**config.mk**
```make
export PLATFORM = sky130hd
export DESIGN_NAME = fetch_exec_seq
export DESIGN_NICKNAME = d
export VERILOG_FILES = /design/src/rtl/seq_pkg.sv /design/src/rtl/phase_gen.sv /design/src/rtl/pc_unit.sv /design/src/rtl/ir_stage.sv /design/src/rtl/fetch_exec_seq.sv
export SDC_FILE = /design/constraint.sdc
export NUM_CORES = 1
export LEC_CHECK = 0
export BUFFER_PORTS_ARGS = -buffer_cell sky130_fd_sc_hd__buf_4
export CAP_MARGIN = 25
export CORE_MARGIN = 5
export CORE_UTILIZATION = 40
export CTS_CLUSTER_DIAMETER = 40
export DETAILED_ROUTE_END_ITERATION = 6
export HOLD_SLACK_MARGIN = 0.05
export PLACE_DENSITY_LB_ADDON = 0.08
export SYNTH_ARGS = -nofsm -noshare
export SYNTH_HDL_FRONTEND = slang
export SYNTH_SLANG_ARGS = --single-unit
```
**constraint.sdc**
```tcl
create_clock -name clk -period 3.35 [get_ports clk]
set_clock_uncertainty 0.15 [all_clocks]
set_input_delay 0 -clock clk [delete_from_list [all_inputs] [get_ports clk]]
set_output_delay 0 -clock clk [all_outputs]
set_load 0.05 [all_outputs]
```
**src/rtl/seq_pkg.sv**
```systemverilog
package seq_pkg;

    typedef enum logic [1:0] {
        PH_Q1 = 2'd0,
        PH_Q2 = 2'd1,
        PH_Q3 = 2'd2,
        PH_Q4 = 2'd3
    } phase_t;

    localparam int unsigned PHASES = 4;

    function automatic logic [PHASES-1:0] phase_onehot(phase_t p);
        return PHASES'(1) << p;
    endfunction

    function automatic phase_t phase_next(phase_t p);
        return phase_t'(p + 2'd1);
    endfunction

endpackage

```
**src/rtl/phase_gen.sv**
```systemverilog
module phase_gen
    import seq_pkg::*;
(
    input  logic              clk,
    input  logic              rst,
    output logic [PHASES-1:0] strobes,
    output logic              div_clk,
    output logic              last_phase
);
    phase_t ph;

    always_ff @(posedge clk) begin
        if (rst) ph <= PH_Q1;
        else     ph <= phase_next(ph);
    end

    always_comb begin
        strobes    = phase_onehot(ph);
        div_clk    = (ph == PH_Q1) || (ph == PH_Q2);
        last_phase = (ph == PH_Q4);
    end
endmodule

```
**src/rtl/pc_unit.sv**
```systemverilog
module pc_unit #(
    parameter int unsigned PC_W = 21
) (
    input  logic            clk,
    input  logic            rst,
    input  logic            advance,
    input  logic            redirect,
    input  logic [PC_W-1:0] target,
    output logic [PC_W-1:0] pc
);
    localparam logic [PC_W-1:0] STEP = PC_W'(2);

    logic [PC_W-1:0] aligned_target;
    assign aligned_target = {target[PC_W-1:1], 1'b0};

    always_ff @(posedge clk) begin
        if (rst)          pc <= '0;
        else if (advance) pc <= redirect ? aligned_target : pc + STEP;
    end
endmodule

```
**src/rtl/ir_stage.sv**
```systemverilog
module ir_stage #(
    parameter int unsigned          IW       = 16,
    parameter logic [IW-1:0]        NOP_CODE = '0
) (
    input  logic          clk,
    input  logic          rst,
    input  logic          capture,
    input  logic          squash,
    input  logic [IW-1:0] fetched,
    output logic [IW-1:0] ir,
    output logic          is_bubble
);
    always_ff @(posedge clk) begin
        if (rst) begin
            ir        <= NOP_CODE;
            is_bubble <= 1'b1;
        end else if (capture) begin
            ir        <= squash ? NOP_CODE : fetched;
            is_bubble <= squash;
        end
    end
endmodule

```
**src/rtl/fetch_exec_seq.sv**
```systemverilog
module fetch_exec_seq #(
    parameter int unsigned   PC_W     = 21,
    parameter int unsigned   IW       = 16,
    parameter logic [IW-1:0] NOP_CODE = '0
) (
    input  logic            clk,
    input  logic            rst,
    input  logic [IW-1:0]   pm_data,
    input  logic            br_take,
    input  logic [PC_W-1:0] br_target,
    output logic [PC_W-1:0] pm_addr,
    output logic [IW-1:0]   instr_reg,
    output logic [3:0]      q_strobe,
    output logic            clk_out,
    output logic            dm_rd,
    output logic            dm_wr,
    output logic            bubble
);
    import seq_pkg::*;

    logic cycle_end;
    logic redirect;

    phase_gen u_phase (
        .clk        (clk),
        .rst        (rst),
        .strobes    (q_strobe),
        .div_clk    (clk_out),
        .last_phase (cycle_end)
    );

    // A branch is honoured only in Q4 of a real (non-bubble) execute cycle.
    assign redirect = cycle_end & br_take & ~bubble;

    pc_unit #(.PC_W(PC_W)) u_pc (
        .clk      (clk),
        .rst      (rst),
        .advance  (cycle_end),
        .redirect (redirect),
        .target   (br_target),
        .pc       (pm_addr)
    );

    ir_stage #(.IW(IW), .NOP_CODE(NOP_CODE)) u_ir (
        .clk       (clk),
        .rst       (rst),
        .capture   (cycle_end),
        .squash    (redirect),
        .fetched   (pm_data),
        .ir        (instr_reg),
        .is_bubble (bubble)
    );

    assign dm_rd = q_strobe[1] & ~bubble;
    assign dm_wr = q_strobe[3] & ~bubble;
endmodule

```
# Word level (Yosys, flattened, before mapping)
# Cells that the tools add are included.
word_totals:
  regBits: 40
  input_bits: 40
  wordCells: 18
op_classes:
  add_sub_neg: 2
  eq_ne: 2
  shifts: 1
  n_mux: 2
  n_bitwise: 5
  reduce_logical: 2
ops:
  columns: ["op", "n"]
  rows:
  - ["$add A21 B2 Y21 const B", 1]
  - ["$mux W21", 1]
  - ["$mux W16", 1]
  - ["$and A1 B1 Y1", 4]
  - ["$shl A1 B2 Y4 const A", 1]
  - ["$add A2 B1 Y2 const B", 1]
  - ["$eq A2 B1 Y1 const B", 1]
  - ["$eq A2 B2 Y1 const B", 1]
  - ["$logic_not A2 Y1", 1]
  - ["$logic_or A1 B1 Y1", 1]
  - ["$not A1 Y1", 1]

# Depth between registers and ports, before layout
logic_depth:
  ltp_word: 4
  ltp_mapped: 6
  ltp_nobuf: 5

# Cells and area by module
# From an unflattened synthesis, not the netlist that was laid out.
unflattened:
  hier_cells: 264
  hier_area_um2: 2163.3
by_module_without_submodules:
  columns: ["mod", "instances", "cells_each", "area_each_um2", "seq_area_each_um2"]
  rows:
  - ["pc_unit", 1, 176, 1322.5, 400.4]
  - ["ir_stage", 1, 73, 698.2, 340.3]
  - ["phase_gen", 1, 12, 121.4, 40.0]
  - ["fetch_exec_seq", 1, 3, 21.3, 0.0]

# Worst setup path after synthesis
# No wires, ideal clock.
synth_path:
  kind: "register -> register"
  start: "reg u_pc.pc[1]"
  end: "reg u_pc.pc[17]"
  arrival_ns: 1.902
  t_required_ns: 3.066
  path_slack_ns: 1.163
  path_stages_with_launch: 6
  n_path_buf: 0
  path_cell_list: "dfxtp_1 > ha_1 > nand3_2 > or4_4 > o22ai_2 > a2111oi_2"
synth_between:
  elab_chain_cells: 2
synth_rtl:
  columns: ["element", "line", "source"]
  rows:
  - ["from (decl)", "pc_unit.sv:9", "output logic [PC_W-1:0] pc"]
  - ["from (signal assigned)", "pc_unit.sv:18", "else if (advance) pc <= redirect ? aligned_target : pc + STEP;"]
  - ["$add A21 B2 Y21", "pc_unit.sv:18", null]
  - ["$mux W21", "pc_unit.sv:18", null]
# Every way passes these cells.
# A chain may end at the register's enable or synchronous reset.

# Final worst setup path
layout_path:
  start: "reg u_phase.ph[0]"
  end: "reg u_pc.pc[12]"
layout_between:
  elab_chain_cells: 4
layout_rtl:
  columns: ["element", "line", "source"]
  rows:
  - ["from (decl)", "phase_gen.sv:10", "phase_t ph;"]
  - ["from (signal assigned)", "phase_gen.sv:14", "else ph <= phase_next(ph);"]
  - ["$eq A2 B2 Y1 *", "phase_gen.sv:20", "last_phase = (ph == PH_Q4);"]
  - ["$and A1 B1 Y1 (2 in a row)", "fetch_exec_seq.sv:33", "assign redirect = cycle_end & br_take & ~bubble;"]
  - ["$mux W21", "pc_unit.sv:18", null]
# Every way passes the cells marked *; elsewhere a longest branch is shown, timed or not.

==> impl_table.tex <==
\begin{tabular}{lr}
\hline
Metric & Value \\
\hline
\multicolumn{2}{l}{\textbf{Critical path}} \\
\quad Worst path buffer plus inverter count & 2 \\
\quad Cell at the slowest stage of the critical path & sky130\_fd\_sc\_hd\_\_dlygate4sd3\_1 \\
\quad Startpoint of the worst-slack reg-to-reg timing path & u\_phase.ph[0] \\
\quad List of cells traversed by the critical path & ha\_1 -> buf\_4 -> nand4\_1 -> xor2\_1 -> a211oi\_1 -> dlygate4sd3\_1 \\
\quad Biggest fanout along the worst timing path & 25 \\
\quad Slowest Stage Delay on Critical Path & 570 ps \\
\quad Class of the most critical setup path & reg2reg \\
\quad Critical path startpoint category & flip-flop \\
\quad Kind of capture point of the worst setup path & flip-flop \\
\quad Worst Setup SP & u\_phase.ph[0] \\
\quad Worst path arrival time & 2640 ps \\
\quad Req. time, crit path & 3430 ps \\
\quad Kind of cell adding the most delay to the critical path & buffers and inverters \\
\multicolumn{2}{l}{\textbf{Pwr}} \\
\quad Leakage & 1.33 nW \\
\quad IR drop worst, VDD & 0.275 mV \\
\quad Total design power & 1.14 mW \\
\quad Ratio of total power to cell area & 355 nW/um\^{}2 \\
\multicolumn{2}{l}{\textbf{Logic synthesis}} \\
\quad Gate Count Post-Synth & 226 \\
\quad Portion of synthesized cell area occupied by the leading cell type & 39.2\% \\
\quad Yosys warning total & 0 \\
\quad Top cells by area in the synthesized netlist & sky130\_fd\_sc\_hd\_\_dfxtp\_1 (39\%), sky130\_fd\_sc\_hd\_\_a22o\_1 (7.0\%), sky130\_fd\_sc\_hd\_\_a211oi\_1 (4.2\%) \\
\quad Cell Area, Synth & 1990 um\^{}2 \\
\quad Post-Synthesis Mean Instance Area & 8.80 um\^{}2 \\
\quad Unique cell type count in the Yosys netlist & 53 \\
\quad Number of flip-flops and latches in the synthesized netlist & 39 \\
\quad Number of nets produced by synthesis & 271 \\
\quad Register area share after synthesis & 39.2\% \\
\quad Main synth FF type & sky130\_fd\_sc\_hd\_\_dfxtp\_1 \\
\quad Synth async-reset ratio & 0\% \\
\quad EDFF count, synth & 0 \\
\quad Most area-hungry cell type in the Yosys netlist & sky130\_fd\_sc\_hd\_\_dfxtp\_1 \\
\multicolumn{2}{l}{\textbf{Timing}} \\
\quad Worst hold margin & 167 ps \\
\quad Max-slew headroom at the worst pin & 53.0\% \\
\quad Pins over their slew limit & 0 \\
\quad RSZ-0062 raised after global routing & no \\
\quad Hold violation total from the final report & 0 \\
\quad Actual slew at the worst max-slew pin & 702 ps \\
\quad Summed negative setup slack over all endpoints & 0 ps \\
\quad Final Critical Period & 2560 ps \\
\quad Post-layout worst setup margin & 794 ps \\
\quad Setup-failing EPs final & 0 \\
\quad Fraction of the cycle the final worst path needs & 76.3\% \\
\quad Top achievable clock speed & 0.391 GHz \\
\multicolumn{2}{l}{\textbf{Clocking}} \\
\quad Clock H-tree levels & 2 \\
\quad Buffer depth of the longest clock path & 2 \\
\quad Clock sink total & 39 \\
\quad Root buf cell & sky130\_fd\_sc\_hd\_\_clkbuf\_8 \\
\quad Number of buffers inserted to repair setup after CTS & 0 \\
\quad TritonCTS clock tree & done \\
\quad Clock buffer count from CTS & 5 \\
\quad Cts hold-fix bufs & 44 \\
\quad Cts repair resizes & 0 \\
\quad Clock Latency Late Sink & 290 ps \\
\quad Clock edge transition at the registers on the reported setup and hold paths & 80 ps \\
\multicolumn{2}{l}{\textbf{Placed design}} \\
\quad Number of cells after detailed placement & 362 \\
\quad DP Wirelength & 4150 um \\
\quad Pre-CTS worst setup slack & 1170 ps \\
\quad RD Place Congestion & 0.754 \\
\quad Count of buffers inserted at the top-level ports & 82 \\
\quad Standard cell area after detailed placement & 2640 um\^{}2 \\
\multicolumn{2}{l}{\textbf{Flow run}} \\
\quad Max-Cap Viols & 0 \\
\multicolumn{2}{l}{\textbf{Global routing}} \\
\quad Wire length of the first global-routing pass & 10500 um \\
\quad Global-route total usage across every layer & 20.5\% \\
\quad Grt total ovfl & 0 \\
\quad Number of global-route vias before repair & 2219 \\
\quad Largest net degree at the start of global routing & 28 \\
\quad Number of antenna violations at the first check in global routing & 0 \\
\multicolumn{2}{l}{\textbf{Route}} \\
\quad Via density & 5.26 \\
\quad Detailed Routing Iterations Pass 1 & 4 \\
\quad Routed Wire Length & 6350 um \\
\quad Number of remaining DRC errors & 0 \\
\quad Routed len/inst & 15.3 um \\
\quad Vias & 2182 \\
\quad Drt first-iter violations & 110 \\
\quad Antenna violation net count after detailed routing & 0 \\
\multicolumn{2}{l}{\textbf{Final layout}} \\
\quad Diode count & 0 \\
\quad Share of post-route cells with drive strength above 1 & 31.6\% \\
\quad Post-route cell area & 3210 um\^{}2 \\
\quad Layout filler cell count & 443 \\
\quad Number of nets in the final layout & 392 \\
\quad Most common cell after layout, fill and taps aside & sky130\_fd\_sc\_hd\_\_buf\_4 \\
\quad P\&R area growth vs syn & 61.3\% \\
\quad Layout Cells excl Fill & 415 \\
\quad Finished Core Util & 67.0\% \\
\quad Commonest cells after routing, fill and taps aside & sky130\_fd\_sc\_hd\_\_buf\_4 (85), sky130\_fd\_sc\_hd\_\_dlygate4sd3\_1 (44), sky130\_fd\_sc\_hd\_\_dfxtp\_1 (39) \\
\multicolumn{2}{l}{\textbf{Floorplanning}} \\
\quad Width of the die & 80.5 um \\
\quad Vertical die dimension & 80.5 um \\
\quad Rows & 25 \\
\quad Core ar. & 4790 um\^{}2 \\
\quad Total Die Area & 6480 um\^{}2 \\
\quad Number of placed I/O pins & 85 \\
\quad Initial Util & 41.6\% \\
\multicolumn{2}{l}{\textbf{Worst hold path}} \\
\quad Hold Crit Start & br\_take \\
\quad Kind of path behind the tightest hold check & in2reg \\
\multicolumn{2}{l}{\textbf{Status}} \\
\quad Run status & completed \\
\hline
\end{tabular}
kinds of logic after synthesis:
group / count (synthesis) / share of synthesized area, %
xor+xnor: 1 / 0.440
buf+inv: 22 / 4.91
fa+ha+maj: 5 / 3.14
simple gates: 83 / 24.5
flops: 39 / 39.2
compound gates: 74 / 27.1
mux: 1 / 0.503
other cells: 1 / 0.188
tightest hold or removal path: cells and delay by family:
| family | cells | cell delay, ps |
|---|---|---|
| buffers and inverters | 1 | 110 |
| AO/OA/AOI/OAI | 2 | 200 |
| AND/OR/NAND/NOR | 2 | 240 |
power breakdown:
| part | leakage, nW | internal (mW) | switching [mW] | total [mW] |
|---|---|---|---|---|
| logic | 0.953 | 0.111 | 0.135 | 0.246 |
| clock network | 0.0581 | 0.222 | 0.176 | 0.398 |
| registers | 0.316 | 0.479 | 0.0157 | 0.494 |
routing by layer:
metal  global-route usage (%)  up-vias  share of wire, %  routed length (um)
met5                        0        -                 0                   0
met4                     5.24        0              0.90                  57
met3                     4.60        6               6.5                 414
met2                     32.9       73                45                2880
met1                     27.6     1009                47                2990
li1                         -     1094                 -                   -
synth_stat cells (all sizes together), types with 3 or more instances:
library cell and number:
and4 4, nor4 5, nand2b 5, a22o 16
nor2 10, o22ai 6, a211oi 11, and2 5
clkbuf 8, nand2 17, o21ai 11, buf 9
nand3 11, nor2b 4, dfxtp 39, a21oi 16
inv 5, nand4 5, and3 3, ha 5
state kept, by name (all words and copies together), names as in the netlist:
| signal | cells |
|---|---|
| u_ir.ir | 16 |
| u_phase.ph | 2 |
| u_pc.pc | 20 |
| u_ir.is_bubble | 1 |
layout make-up:
| class | instances | area [um^2] | share of cell area (%) |
|---|---|---|---|
| clock inverter | 3 | 43.8 | 1.37 |
| tap | 67 | 83.8 | 2.61 |
| sequential | 39 | 781 | 24.3 |
| timing repair buffer | 131 | 1100 | 34.3 |
| inverter | 5 | 18.8 | 0.585 |
| clock buffer | 5 | 68.8 | 2.15 |
| multi-input combinational | 165 | 1110 | 34.6 |
path summary, 6_finish.rpt:
| check | endpoint | slack (ps) | cells past startpoint |
|---|---|---|---|
| worst min register to register | u_phase.ph[0] | 310 | 1 |
| worst max-delay path | u_pc.pc[12] | 790 | 6 |
| worst min-delay path | u_pc.pc[20] | 170 | 5 |
| worst max register to register | u_pc.pc[12] | 790 | 6 |
Power figures use the tool's default switching activity.
